[config.mk]
export PLATFORM = sky130hd
export DESIGN_NAME = hiccup_supervisor
export DESIGN_NICKNAME = d
export VERILOG_FILES = /design/src/rtl/hiccup_pkg.sv /design/src/rtl/hiccup_acc.sv /design/src/rtl/hiccup_seq.sv /design/src/rtl/hiccup_supervisor.sv
export SDC_FILE = /design/constraint.sdc
export NUM_CORES = 1
export LEC_CHECK = 0
export ABC_AREA = 1
export BUFFER_PORTS_ARGS = -buffer_cell sky130_fd_sc_hd__buf_2
export CAP_MARGIN = 20
export CORE_ASPECT_RATIO = 1.75
export CORE_MARGIN = 2
export CORE_UTILIZATION = 45
export DETAILED_ROUTE_END_ITERATION = 16
export REMOVE_ABC_BUFFERS = 1
export SYNTH_ARGS = -nofsm -noshare
export SYNTH_HDL_FRONTEND = slang
export SYNTH_SLANG_ARGS = --single-unit
export TNS_END_PERCENT = 30
[constraint.sdc]
create_clock -name clk_i -period 3.6 [get_ports clk_i]
set_clock_uncertainty 0.05 [all_clocks]
set_input_delay 0.18 -clock clk_i [delete_from_list [all_inputs] [get_ports clk_i]]
set_output_delay 0.18 -clock clk_i [all_outputs]
set_load 0.03 [all_outputs]
[src/rtl/hiccup_pkg.sv]
package hiccup_pkg;
  typedef enum logic [1:0] {
    PH_NORMAL  = 2'd0,
    PH_FORCE   = 2'd1,
    PH_STOP    = 2'd2,
    PH_RESTART = 2'd3
  } phase_e;
endpackage

[src/rtl/hiccup_acc.sv]
module hiccup_acc #(
  parameter int ACC_W     = 10,
  parameter int CHG_STEP  = 4,
  parameter int DECAY_DIV = 64,
  parameter int STOP_DIV  = 8
) (
  input  logic             clk_i,
  input  logic             rst_ni,
  input  logic             tick_i,
  input  logic             charge_i,
  input  logic             stop_rate_i,
  output logic [ACC_W-1:0] acc_o
);
  localparam int DIV_MAX = (DECAY_DIV > STOP_DIV) ? DECAY_DIV : STOP_DIV;
  localparam int DIV_W   = $clog2(DIV_MAX + 1);
  localparam logic [ACC_W-1:0] ACC_MAX  = {ACC_W{1'b1}};
  localparam logic [ACC_W:0]   STEP_X   = (ACC_W+1)'(CHG_STEP);
  localparam logic [DIV_W-1:0] DECAY_LIM = DIV_W'(DECAY_DIV - 1);
  localparam logic [DIV_W-1:0] STOP_LIM  = DIV_W'(STOP_DIV - 1);

  logic [ACC_W-1:0] acc_q;
  logic [DIV_W-1:0] div_q;
  logic [DIV_W-1:0] lim;
  logic [ACC_W:0]   sum;

  generate
    if (DECAY_DIV == STOP_DIV) begin : g_one_rate
      assign lim = DECAY_LIM;
    end else begin : g_two_rate
      assign lim = stop_rate_i ? STOP_LIM : DECAY_LIM;
    end
  endgenerate

  assign sum = {1'b0, acc_q} + STEP_X;

  always_ff @(posedge clk_i or negedge rst_ni) begin
    if (!rst_ni) begin
      acc_q <= '0;
      div_q <= '0;
    end else if (tick_i) begin
      if (charge_i) begin
        acc_q <= (sum > {1'b0, ACC_MAX}) ? ACC_MAX : sum[ACC_W-1:0];
        div_q <= '0;
      end else if (div_q >= lim) begin
        div_q <= '0;
        if (acc_q != '0) acc_q <= acc_q - 1'b1;
      end else begin
        div_q <= div_q + 1'b1;
      end
    end
  end

  assign acc_o = acc_q;

  assert_no_tick_hold_R2: assert property (@(posedge clk_i) disable iff (!rst_ni)
    !tick_i |=> $stable(acc_q));
  assert_sat_top_R2: assert property (@(posedge clk_i) disable iff (!rst_ni)
    tick_i && charge_i && acc_q == ACC_MAX |=> acc_q == ACC_MAX);
  assert_charge_step_R2: assert property (@(posedge clk_i) disable iff (!rst_ni)
    tick_i && charge_i && ({1'b0, acc_q} + STEP_X <= {1'b0, ACC_MAX})
    |=> acc_q == $past(acc_q) + STEP_X[ACC_W-1:0]);
  assert_no_rise_idle_R4: assert property (@(posedge clk_i) disable iff (!rst_ni)
    !charge_i |=> acc_q <= $past(acc_q));
endmodule

[src/rtl/hiccup_seq.sv]
module hiccup_seq
  import hiccup_pkg::*;
#(
  parameter int ACC_W   = 10,
  parameter int TH_RST  = 48,
  parameter int TH_FMAX = 320,
  parameter int TH_STOP = 560
) (
  input  logic             clk_i,
  input  logic             rst_ni,
  input  logic             oc_i,
  input  logic             rel_i,
  input  logic             uv_i,
  input  logic [ACC_W-1:0] acc_i,
  output logic             charge_o,
  output logic             stop_rate_o,
  output logic             ss_dis_o,
  output logic             force_max_o,
  output logic             stop_o,
  output logic             pfc_stop_o
);
  localparam logic [ACC_W-1:0] RST_L  = ACC_W'(TH_RST);
  localparam logic [ACC_W-1:0] FMAX_L = ACC_W'(TH_FMAX);
  localparam logic [ACC_W-1:0] STOP_L = ACC_W'(TH_STOP);

  phase_e phase_q, phase_d;
  logic   hold_q;

  always_comb begin
    phase_d = phase_q;
    if (uv_i) begin
      phase_d = (acc_i >= RST_L) ? PH_STOP : PH_NORMAL;
    end else begin
      unique case (phase_q)
        PH_NORMAL: begin
          if (acc_i >= STOP_L)      phase_d = PH_STOP;
          else if (acc_i >= FMAX_L) phase_d = PH_FORCE;
        end
        PH_FORCE:   if (acc_i >= STOP_L) phase_d = PH_STOP;
        PH_STOP:    if (acc_i < RST_L)   phase_d = PH_RESTART;
        PH_RESTART: phase_d = PH_NORMAL;
        default:    phase_d = PH_NORMAL;
      endcase
    end
  end

  always_ff @(posedge clk_i or negedge rst_ni) begin
    if (!rst_ni) begin
      phase_q <= PH_NORMAL;
      hold_q  <= 1'b0;
    end else begin
      phase_q <= phase_d;
      if (oc_i)       hold_q <= 1'b1;
      else if (rel_i) hold_q <= 1'b0;
    end
  end

  assign charge_o    = !uv_i && ((phase_q == PH_NORMAL && oc_i) || phase_q == PH_FORCE);
  assign stop_rate_o = (phase_q == PH_STOP);
  assign force_max_o = (phase_q == PH_FORCE) && !uv_i;
  assign stop_o      = (phase_q == PH_STOP) || uv_i;
  assign pfc_stop_o  = (phase_q == PH_FORCE || phase_q == PH_STOP) && !uv_i;
  assign ss_dis_o    = oc_i || hold_q || uv_i || (phase_q != PH_NORMAL);

  assert_force_entry_R5: assert property (@(posedge clk_i) disable iff (!rst_ni)
    $rose(force_max_o) && !$past(uv_i) |-> $past(acc_i) >= FMAX_L);
  assert_force_exit_R6: assert property (@(posedge clk_i) disable iff (!rst_ni)
    force_max_o |=> force_max_o || stop_o);
  assert_stop_entry_R6: assert property (@(posedge clk_i) disable iff (!rst_ni)
    $rose(stop_o) && !uv_i && !$past(uv_i) |-> $past(acc_i) >= STOP_L);
  assert_restart_gate_R7: assert property (@(posedge clk_i) disable iff (!rst_ni)
    $fell(stop_o) && !$past(uv_i) |-> $past(acc_i) < RST_L);
  assert_pfc_release_R8: assert property (@(posedge clk_i) disable iff (!rst_ni)
    pfc_stop_o |=> pfc_stop_o || uv_i || ($past(acc_i) < RST_L));
endmodule

[src/rtl/hiccup_supervisor.sv]
module hiccup_supervisor #(
  parameter int ACC_W     = 10,
  parameter int UNIT      = 16,
  parameter int CHG_STEP  = 4,
  parameter int DECAY_DIV = 64,
  parameter int STOP_DIV  = 8
) (
  input  logic clk_i,
  input  logic rst_ni,
  input  logic tick_i,
  input  logic oc_i,
  input  logic oc_rel_i,
  input  logic uv_i,
  output logic ss_dis_o,
  output logic force_max_o,
  output logic stop_o,
  output logic pfc_stop_o
);
  // thresholds keep the 0.3 : 2 : 3.5 ratio
  localparam int TH_RST  = 3 * UNIT;
  localparam int TH_FMAX = 20 * UNIT;
  localparam int TH_STOP = 35 * UNIT;

  logic [ACC_W-1:0] acc;
  logic             charge;
  logic             stop_rate;

  hiccup_acc #(
    .ACC_W(ACC_W), .CHG_STEP(CHG_STEP), .DECAY_DIV(DECAY_DIV), .STOP_DIV(STOP_DIV)
  ) u_acc (
    .clk_i(clk_i), .rst_ni(rst_ni), .tick_i(tick_i),
    .charge_i(charge), .stop_rate_i(stop_rate), .acc_o(acc)
  );

  hiccup_seq #(
    .ACC_W(ACC_W), .TH_RST(TH_RST), .TH_FMAX(TH_FMAX), .TH_STOP(TH_STOP)
  ) u_seq (
    .clk_i(clk_i), .rst_ni(rst_ni), .oc_i(oc_i), .rel_i(oc_rel_i), .uv_i(uv_i),
    .acc_i(acc), .charge_o(charge), .stop_rate_o(stop_rate),
    .ss_dis_o(ss_dis_o), .force_max_o(force_max_o), .stop_o(stop_o),
    .pfc_stop_o(pfc_stop_o)
  );
endmodule

==> summary.txt, run 1 <==
Die
  • Die Outline Area: 4360 um^2
  • Die Y: 85.9 um
  • Starting density of the core: 47.0%
  • Die X: 50.8 um
  • Placeable core region: 3660 um^2
  • Ports placed on the boundary: 10
  • Placement row count: 29

Setup path
  • Capture point of the worst reg-to-reg path: u_acc.acc_o[0]
  • Kind of end point of the critical path: flip-flop
  • Depth of the worst register-to-register path: 11
  • Crit-path leading delay family: simple AND/OR/NAND/NOR gates
  • Crit path arrival time: 2.28 ns
  • Type of element launching the critical path: flip-flop
  • Startpoint of the lowest-slack register-to-register path: u_seq.phase_q[1]
  • Buffers plus inverters on the worst setup path: 1
  • Cell type of the slowest stage on the worst timing path: sky130_fd_sc_hd__o21ai_4
  • Total number of cells along the worst setup path: 11
  • Crit-path cells: inv_1 > ha_1 > nand2_2 > o21ai_4 > nor3_2 > nand2_4 > nand2_2 > nor2_4 > nand2_1 > nand2_1 > nand2_1
  • Critical Path Max Stage Delay: 0.42 ns
  • Critical path's most frequent cell: sky130_fd_sc_hd__nand2_1
  • Data required time of the worst path: 3.71 ns
  • Kind of critical path: flip-flop to flip-flop
  • Minimum setup slack among reg-to-reg paths: 1.43 ns
  • Critical-path maximum fanout: 17

GRT
  • First-pass GRT wire length: 6580 um
  • Overall Global Routing Usage: 20.0%
  • Maximum number of pins on one net before global-route repair: 21
  • Total gr overflow: 0
  • Vias in the first global route: 1467
  • Antenna violations before repair: 0

Clock network
  • Clock buffer count from CTS: 3
  • Clock transition at the register clock pins on the worst setup and hold paths after CTS: 0.08 ns
  • CTS tree: done
  • Resized cells post-CTS: 0
  • Maximum count of clock buffers along a single path: 2
  • Clock root buffer: sky130_fd_sc_hd__clkbuf_8
  • Number of H-tree levels: 1
  • Worst skew pair latency: 0.27 ns
  • Count of clock tree sinks: 20

Final layout
  • Footprint of the multi-input gates: 1040 um^2
  • Area added between synthesis and finish: 6.75%
  • Combined flip-flop and latch cell area: 500 um^2
  • Fraction of final layout cells with drive strength greater than 1: 14.0%
  • Layout net count: 271
  • Post-layout util: 50.2%
  • Inserted Diodes: 0
  • Count of filler cells inserted in the layout: 387

Detailed routing
  • Number of nets with antenna violations after routing: 0
  • Iter 0 DRT Violations: 45
  • Post-detailed-route wirelength per cell: 13.4 um
  • Number of DRC violations after detailed routing: 0
  • Final WL: 3950 um
  • Number of vias per cell: 5.08
  • Via count: 1503
  • Length of the first detailed-routing pass in iterations: 6

Synthesis
  • Syn Std Cell Area: 1720 um^2
  • Number of standard cells after synthesis: 242
  • Number of storage elements in the synthesis netlist: 20
  • Count of distinct cell types in the synthesized netlist: 34
  • Number of warnings printed during yosys synthesis: 0
  • Sequential fraction of the synthesis area: 29.0%
  • Syn avg cell area: 7.12 um^2

Timing
  • Final Critical Period: 2.17 ns
  • Worst slew slack as a fraction of its limit: 66.4%
  • Fmax: 461 MHz
  • Total of endpoints with negative setup slack in the final report: 0
  • Final max-slew violation count: 0
  • Tcrit/Tclk final: 60.3%
  • Measured slew at the worst slew-check pin: 0.502 ns
  • Number of hold violations in the final report: 0
  • Final setup TNS: 0 ns
  • Setup repair after global routing missed its margin: false

Placement
  • DP HPWL: 3120 um
  • Final Wtd Congestion: 0.820
  • Quantity of I/O buffers inserted on ports: 9

Hold path
  • Worst Hold Class: primary input to flip-flop
  • Origin of the worst min-delay path: oc_rel_i
  • Worst hold path endpoint: u_seq.hold_q
  • Worst hold path depth: 2

Power and ir drop
  • Max VDD drop: 412 uV
  • Cell area power density: 752 nW/um^2
  • Static leakage power: 0.933 nW

Outcome
  • Outcome: complete, no violations

Job
  • Count of max-cap constraint violations: 0
-- synthesized netlist by cell type (all sizes together) --
cell type / instances / area share, %
dfrtp: 20 / 29
and3: 1 / 0.36
xnor2: 2 / 1.0
a21oi: 6 / 1.7
a22oi: 1 / 0.44
inv: 34 / 7.4
nand2: 69 / 17
nand4: 3 / 1.1
o21ai: 17 / 5.6
nand3b: 2 / 1.1
buf: 6 / 3.0
nor2: 22 / 6.0
o41ai: 1 / 0.51
nand3: 30 / 9.3
o211ai: 1 / 0.44
ha: 14 / 10
nor4: 1 / 1.2
nor3: 4 / 1.5
a21o: 1 / 0.44
o31ai: 1 / 0.44
or2: 2 / 0.73
xor2: 4 / 2.0
-- how the worst max path moves through the flow --
stage                endpoint        startpoint
6_report       u_acc.acc_o[0]  u_seq.phase_q[1]
5_1_grt        u_acc.acc_o[0]  u_seq.phase_q[1]
4_1_cts        u_acc.acc_o[0]  u_seq.phase_q[1]
3_5_place_dp   u_acc.acc_o[0]  u_seq.phase_q[0]
3_3_place_gp   u_acc.acc_o[0]  u_seq.phase_q[0]
2_1_floorplan  u_acc.acc_o[0]  u_seq.phase_q[0]
-- kinds of logic after synthesis --
group	count (synthesis)	synth area share [%]
AOI/OAI and AO/OA	28	9.58
and+or+nand+nor	134	37.8
buffers and inverters	40	10.4
DFF	20	29.0
xor gates and xnor gates	6	3.05
adders and majority gates	14	10.2
-- routing by layer --
metal	global-route usage (%)	share of wire, %	up-vias
met5	0	0	-
met4	8.60	2.4	0
met3	1.05	1.9	7
met2	39.8	57	22
met1	20.7	39	685
li1	-	-	789
-- worst reg2reg max path: stages, from the launching register on --
cell,delay [ns]
sky130_fd_sc_hd__dfrtp_1,0.40
sky130_fd_sc_hd__inv_1,0.13
sky130_fd_sc_hd__ha_1,0.19
sky130_fd_sc_hd__nand2_2,0.08
sky130_fd_sc_hd__o21ai_4,0.42
sky130_fd_sc_hd__nor3_2,0.11
sky130_fd_sc_hd__nand2_4,0.13
sky130_fd_sc_hd__nand2_2,0.09
sky130_fd_sc_hd__nor2_4,0.24
sky130_fd_sc_hd__nand2_1,0.11
sky130_fd_sc_hd__nand2_1,0.07
sky130_fd_sc_hd__nand2_1,0.06
-- stage by stage --
| stage | cells | power (W) | instance area (um^2) | setup WS [ns] | hold WS, ns |
|---|---|---|---|---|---|
| 5_1_grt | 296 | 0.00153 | 1840 | 1.20 | 0.0769 |
| 4_1_cts | 296 | 0.00140 | 1840 | 1.43 | 0.0530 |
| 6_report | 296 | 0.00138 | 1840 | 1.43 | 0.0443 |
| 2_1_floorplan | 236 | 0.00102 | 1670 | 1.69 | -0.166 |
| 3_5_place_dp | 291 | 0.00121 | 1780 | 1.45 | 0.128 |
| 3_3_place_gp | 291 | 0.00121 | 1780 | 1.48 | 0.107 |
-- cells in the final DEF, fill, tap and decap left out --
cell type and n:
sky130_fd_sc_hd__a22oi_1 1, sky130_fd_sc_hd__a21o_1 1, sky130_fd_sc_hd__clkbuf_8 4, sky130_fd_sc_hd__nor2_2 2
sky130_fd_sc_hd__xnor2_1 2, sky130_fd_sc_hd__nor2_4 2, sky130_fd_sc_hd__nor3_2 1, sky130_fd_sc_hd__nand4_1 3
sky130_fd_sc_hd__xor2_1 4, sky130_fd_sc_hd__nand3_1 28, sky130_fd_sc_hd__nor3_1 3, sky130_fd_sc_hd__nand2_1 60
sky130_fd_sc_hd__nand3_2 2, sky130_fd_sc_hd__buf_2 9, sky130_fd_sc_hd__o31ai_1 1, sky130_fd_sc_hd__or2_2 2
sky130_fd_sc_hd__nand3b_1 1, sky130_fd_sc_hd__nand2_2 8, sky130_fd_sc_hd__o41ai_1 1, sky130_fd_sc_hd__nor2_1 18
sky130_fd_sc_hd__o211ai_1 1, sky130_fd_sc_hd__and3_1 1, sky130_fd_sc_hd__dfrtp_1 20, sky130_fd_sc_hd__nor4_4 1
sky130_fd_sc_hd__a21oi_1 6, sky130_fd_sc_hd__o21ai_4 1, sky130_fd_sc_hd__o21ai_0 12, sky130_fd_sc_hd__o21ai_1 4
sky130_fd_sc_hd__inv_1 33, sky130_fd_sc_hd__nand3b_2 1, sky130_fd_sc_hd__dlygate4sd3_1 1, sky130_fd_sc_hd__inv_2 1
sky130_fd_sc_hd__nand2_4 1, sky130_fd_sc_hd__ha_1 14
-- flip-flops by register name (all words and copies together) (netlist names) --
signal / cells
u_seq.hold_q: 1
u_acc.acc_o: 10
u_seq.phase_q: 2
u_acc.div_q: 7
-- where the power goes --
part	total (W)	internal [W]	switching, W
clock network	0.000182	0.0000978	0.0000838
registers	0.000432	0.000309	0.000123
logic	0.000771	0.000282	0.000489
-- final cells by class --
cell class / count / area share (%)
multi-input cells: 182 / 56.8
flip-flops and latches: 20 / 27.2
inverters: 34 / 6.93
well taps: 46 / 3.13
clock buffers: 4 / 2.99
repair buffers: 10 / 2.99
-- timing repair --
item                                   CTS  global route
buffers inserted                         0             0
endpoints found under the hold margin   20             0
hold buffers                             1             0
No activity file was read; power rests on OpenSTA's default activity.
==> inputs of run 2 (changes only) <==
--- a/config.mk
+++ b/config.mk
@@ -5,7 +5,7 @@
 export SDC_FILE = /design/constraint.sdc
 export NUM_CORES = 1
 export LEC_CHECK = 0
-export ABC_AREA = 1
+export ABC_AREA = 0
 export BUFFER_PORTS_ARGS = -buffer_cell sky130_fd_sc_hd__buf_2
 export CAP_MARGIN = 20
 export CORE_ASPECT_RATIO = 1.75
==> constraint.sdc (replaced) <==
create_clock -name clk_i -period 2.19 [get_ports clk_i]
set_clock_uncertainty 0.05 [all_clocks]
set_input_delay 0.1095 -clock clk_i [delete_from_list [all_inputs] [get_ports clk_i]]
set_output_delay 0.1095 -clock clk_i [all_outputs]
set_load 0.03 [all_outputs]
==> summary.txt, run 2 <==
Synthesis
  • Number of warnings printed during yosys synthesis: 0
  • Fraction of synthesized cell area in xor and xnor cells: 3.15%
  • Leading post-synthesis cells by cell area: sky130_fd_sc_hd__dfrtp_1 30%, sky130_fd_sc_hd__ha_1 11%, sky130_fd_sc_hd__a21oi_1 4.5%
  • Library cell with the largest summed area after synthesis: sky130_fd_sc_hd__dfrtp_1
  • Share of cell area taken by muxes after synthesis: 3.08%
  • Dominant synthesized flop cell: sky130_fd_sc_hd__dfrtp_1
  • Fraction of post-synthesis cell area in the top cell type by area: 30.0%
  • Sequential fraction of the synthesis area: 30.0%
  • Fraction of synthesis flops using an asynchronous set or reset pin: 100%
  • Top post-synthesis cells by count: 20 x sky130_fd_sc_hd__dfrtp_1, 16 x sky130_fd_sc_hd__nand2_1, 15 x sky130_fd_sc_hd__a21oi_1, 15 x sky130_fd_sc_hd__nor2_1, 14 x sky130_fd_sc_hd__ha_1
  • Adder and majority cell fraction of the synthesized area: 10.5%
  • Syn Std Cell Area: 1670 um^2
  • Syn avg cell area: 8.69 um^2
  • Number of standard cells after synthesis: 192
  • Simple-gate share of the synthesized area: 25.4%
  • Compound-cell area share of the yosys netlist: 22.0%
  • Count of distinct cell types in the synthesized netlist: 56
  • Dominant combinational cell family by area after synthesis: simple AND/OR/NAND/NOR gates
  • Number of storage elements in the synthesis netlist: 20
  • Number of synthesized flops with an enable pin: 0
  • Most numerous cell in the Yosys netlist: sky130_fd_sc_hd__dfrtp_1

Die
  • Die Outline Area: 4230 um^2
  • Placeable core region: 3590 um^2
  • Ports placed on the boundary: 10
  • Die X: 50.0 um
  • Die Y: 84.5 um
  • Starting density of the core: 46.4%
  • Placement row count: 29

Placement
  • Quantity of I/O buffers inserted on ports: 9
  • Post-Place Cell Area: 1950 um^2
  • Number of instances in the placed design: 267
  • Final Wtd Congestion: 0.868
  • DP HPWL: 3360 um
  • Worst setup slack after placement: -0.209 ns

Setup path
  • Startpoint of the lowest-slack register-to-register path: u_seq.phase_q[1]
  • Type of element launching the critical path: flip-flop
  • Kind of critical path: flip-flop to flip-flop
  • Kind of end point of the critical path: flip-flop
  • Minimum setup slack among reg-to-reg paths: 0.03 ns
  • Crit path arrival time: 2.27 ns
  • Data required time of the worst path: 2.29 ns
  • Capture point of the worst reg-to-reg path: u_acc.acc_o[9]
  • Critical-path maximum fanout: 6
  • Depth of the worst register-to-register path: 9

GRT
  • Antenna violations before repair: 0
  • Maximum number of pins on one net before global-route repair: 21
  • First-pass GRT wire length: 7490 um
  • Met2 routing resource usage after global routing: 42.5%
  • Overall Global Routing Usage: 22.8%
  • Total gr overflow: 0
  • Vias in the first global route: 1563
  • Global route hottest layer: met2
  • GR Layer Usage met1: 25.6%
  • Met3 Use GR: 1.96%

Final layout
  • Footprint of the multi-input gates: 1180 um^2
  • Area added between synthesis and finish: 30.2%
  • Layout net count: 250
  • Inserted Diodes: 0
  • Post-route insts no fill: 275
  • Cell area after layout: 2170 um^2
  • Post-layout util: 60.5%
  • Largest register FFs: 10
  • Fraction of final layout cells with drive strength greater than 1: 34.1%
  • Combined flip-flop and latch cell area: 503 um^2
  • Most common cell after layout, fill and taps aside: sky130_fd_sc_hd__buf_4
  • Count of filler cells inserted in the layout: 321
  • Most frequent cells in the layout: 30 x sky130_fd_sc_hd__buf_4, 18 x sky130_fd_sc_hd__dfrtp_1, 15 x sky130_fd_sc_hd__nor2_1, 15 x sky130_fd_sc_hd__nand2_1, 13 x sky130_fd_sc_hd__a21oi_1

Job
  • Count of max-cap constraint violations: 0

Detailed routing
  • Via count: 1595
  • Post-detailed-route wirelength per cell: 16.4 um
  • Number of DRC violations after detailed routing: 0
  • Number of nets with antenna violations after routing: 0
  • Number of vias per cell: 5.80
  • Length of the first detailed-routing pass in iterations: 4
  • Final WL: 4500 um
  • Iter 0 DRT Violations: 59

Timing
  • Post-route setup slack: 0.0274 ns
  • Final max-slew violation count: 0
  • Final setup TNS: 0 ns
  • Worst slew slack as a fraction of its limit: 67.7%
  • Total of endpoints with negative setup slack in the final report: 0
  • Measured slew at the worst slew-check pin: 0.485 ns
  • Fmax: 462 MHz
  • Setup repair after global routing missed its margin: true
  • Number of hold violations in the final report: 0
  • Tcrit/Tclk final: 98.7%
  • Final Critical Period: 2.16 ns

Clock network
  • Clock buffer count from CTS: 3
  • Clock transition at the register clock pins on the worst setup and hold paths after CTS: 0.08 ns
  • CTS tree: done
  • Clock root buffer: sky130_fd_sc_hd__clkbuf_8
  • Number of H-tree levels: 1
  • Count of clock tree sinks: 20
  • Maximum count of clock buffers along a single path: 2
  • Worst skew pair latency: 0.26 ns

Hold path
  • Worst hold path endpoint: u_seq.hold_q
  • Worst hold path depth: 2
  • Worst Hold Class: primary input to flip-flop
  • Origin of the worst min-delay path: oc_i

Power and ir drop
  • Max VDD drop: 726 uV
  • Static leakage power: 0.916 nW
  • Cell area power density: 1260 nW/um^2

Outcome
  • Outcome: complete, no violations
## run 2: cell count changes in the layout (fill, tap and decap cells not counted), moves of 4 or more
| cell | change |
|---|---|
| sky130_fd_sc_hd__ha_4 | +4 |
| sky130_fd_sc_hd__nand3_1 | -22 |
| sky130_fd_sc_hd__nor2b_1 | +5 |
| sky130_fd_sc_hd__ha_1 | -5 |
| sky130_fd_sc_hd__a21oi_1 | +7 |
| sky130_fd_sc_hd__nand2_2 | -8 |
| sky130_fd_sc_hd__buf_4 | +30 |
| sky130_fd_sc_hd__nand2_1 | -45 |
| sky130_fd_sc_hd__mux2i_1 | +4 |
| sky130_fd_sc_hd__o21ai_0 | -6 |
| sky130_fd_sc_hd__inv_1 | -25 |
## run 2: cell type report
| cell class | count | share of cell area (%) |
|---|---|---|
| Multi-Input combinational cell | 152 | 54.3 |
| Sequential cell | 20 | 23.2 |
| Timing Repair Buffer | 43 | 14.9 |
| Tap cell | 46 | 2.65 |
| Clock buffer | 3 | 1.90 |
| Inverter | 10 | 1.73 |
| Clock inverter | 1 | 1.38 |
## run 2: per-stage QoR
stage	hold WS, ns	total power, W
floorplan	-0.236	0.00153
global placement	0.0407	0.00210
detailed placement	0.0462	0.00217
CTS	0.0202	0.00259
global route	0.0382	0.00295
finish	0.0292	0.00273
## run 2: worst max path at each step
stage                           startpoint             end  slack [ns]  depth (start not counted)
after global placement    u_seq.phase_q[0]  u_acc.acc_o[9]       -0.06                          9
final                     u_seq.phase_q[1]  u_acc.acc_o[9]        0.03                          9
after floorplan           u_seq.phase_q[0]  u_acc.acc_o[9]       -0.07                          9
after detailed placement  u_seq.phase_q[0]  u_acc.acc_o[4]       -0.21                         10
after global routing      u_seq.phase_q[0]  u_acc.acc_o[7]       -0.07                         11
after CTS                   u_acc.acc_o[2]  u_acc.acc_o[5]       0.004                          7
## run 2: cells by family (layout without fill, tap and decap cells)
logic type               Yosys count  count (layout)
AND/OR/NAND/NOR                   75              75
flip-flops                        20              20
XOR/XNOR                           6               6
AO/OA/AOI/OAI                     52              52
multiplexers                       5               5
buffers and inverters             20              57
adder cells (fa/ha/maj)           14              14
## run 2: report_power, final
part	internal [W]	switching [W]
Combinational	0.000786	0.000822
Clock	0.000244	0.000135
Sequential	0.000507	0.000236
## run 2: critical path, stage by stage, from the launching register on
cell,delay [ns]
sky130_fd_sc_hd__dfrtp_1,0.44
sky130_fd_sc_hd__ha_4,0.20
sky130_fd_sc_hd__buf_6,0.12
sky130_fd_sc_hd__ha_4,0.24
sky130_fd_sc_hd__nand2_1,0.05
sky130_fd_sc_hd__o21bai_1,0.16
sky130_fd_sc_hd__a31o_2,0.24
sky130_fd_sc_hd__nand2_4,0.10
sky130_fd_sc_hd__a21oi_2,0.14
sky130_fd_sc_hd__mux2_4,0.31
## run 2: routing by layer
metal	wire [um]	vias up	part of all wire (%)
met2	2560	55	57
met1	1670	757	37
li1	-	773	-
met5	0	-	0
met3	154	10	3.4
met4	115	0	2.6
## run 2: what timing repair did
item / in CTS / in global routing
endpoints found under the setup margin: 12 / 16
hold endpoints to repair: 20 / 0
hold buffers: 1 / 0
buffers inserted: 2 / 1
resized for setup: 8 / 19
pin swaps: 0 / 6
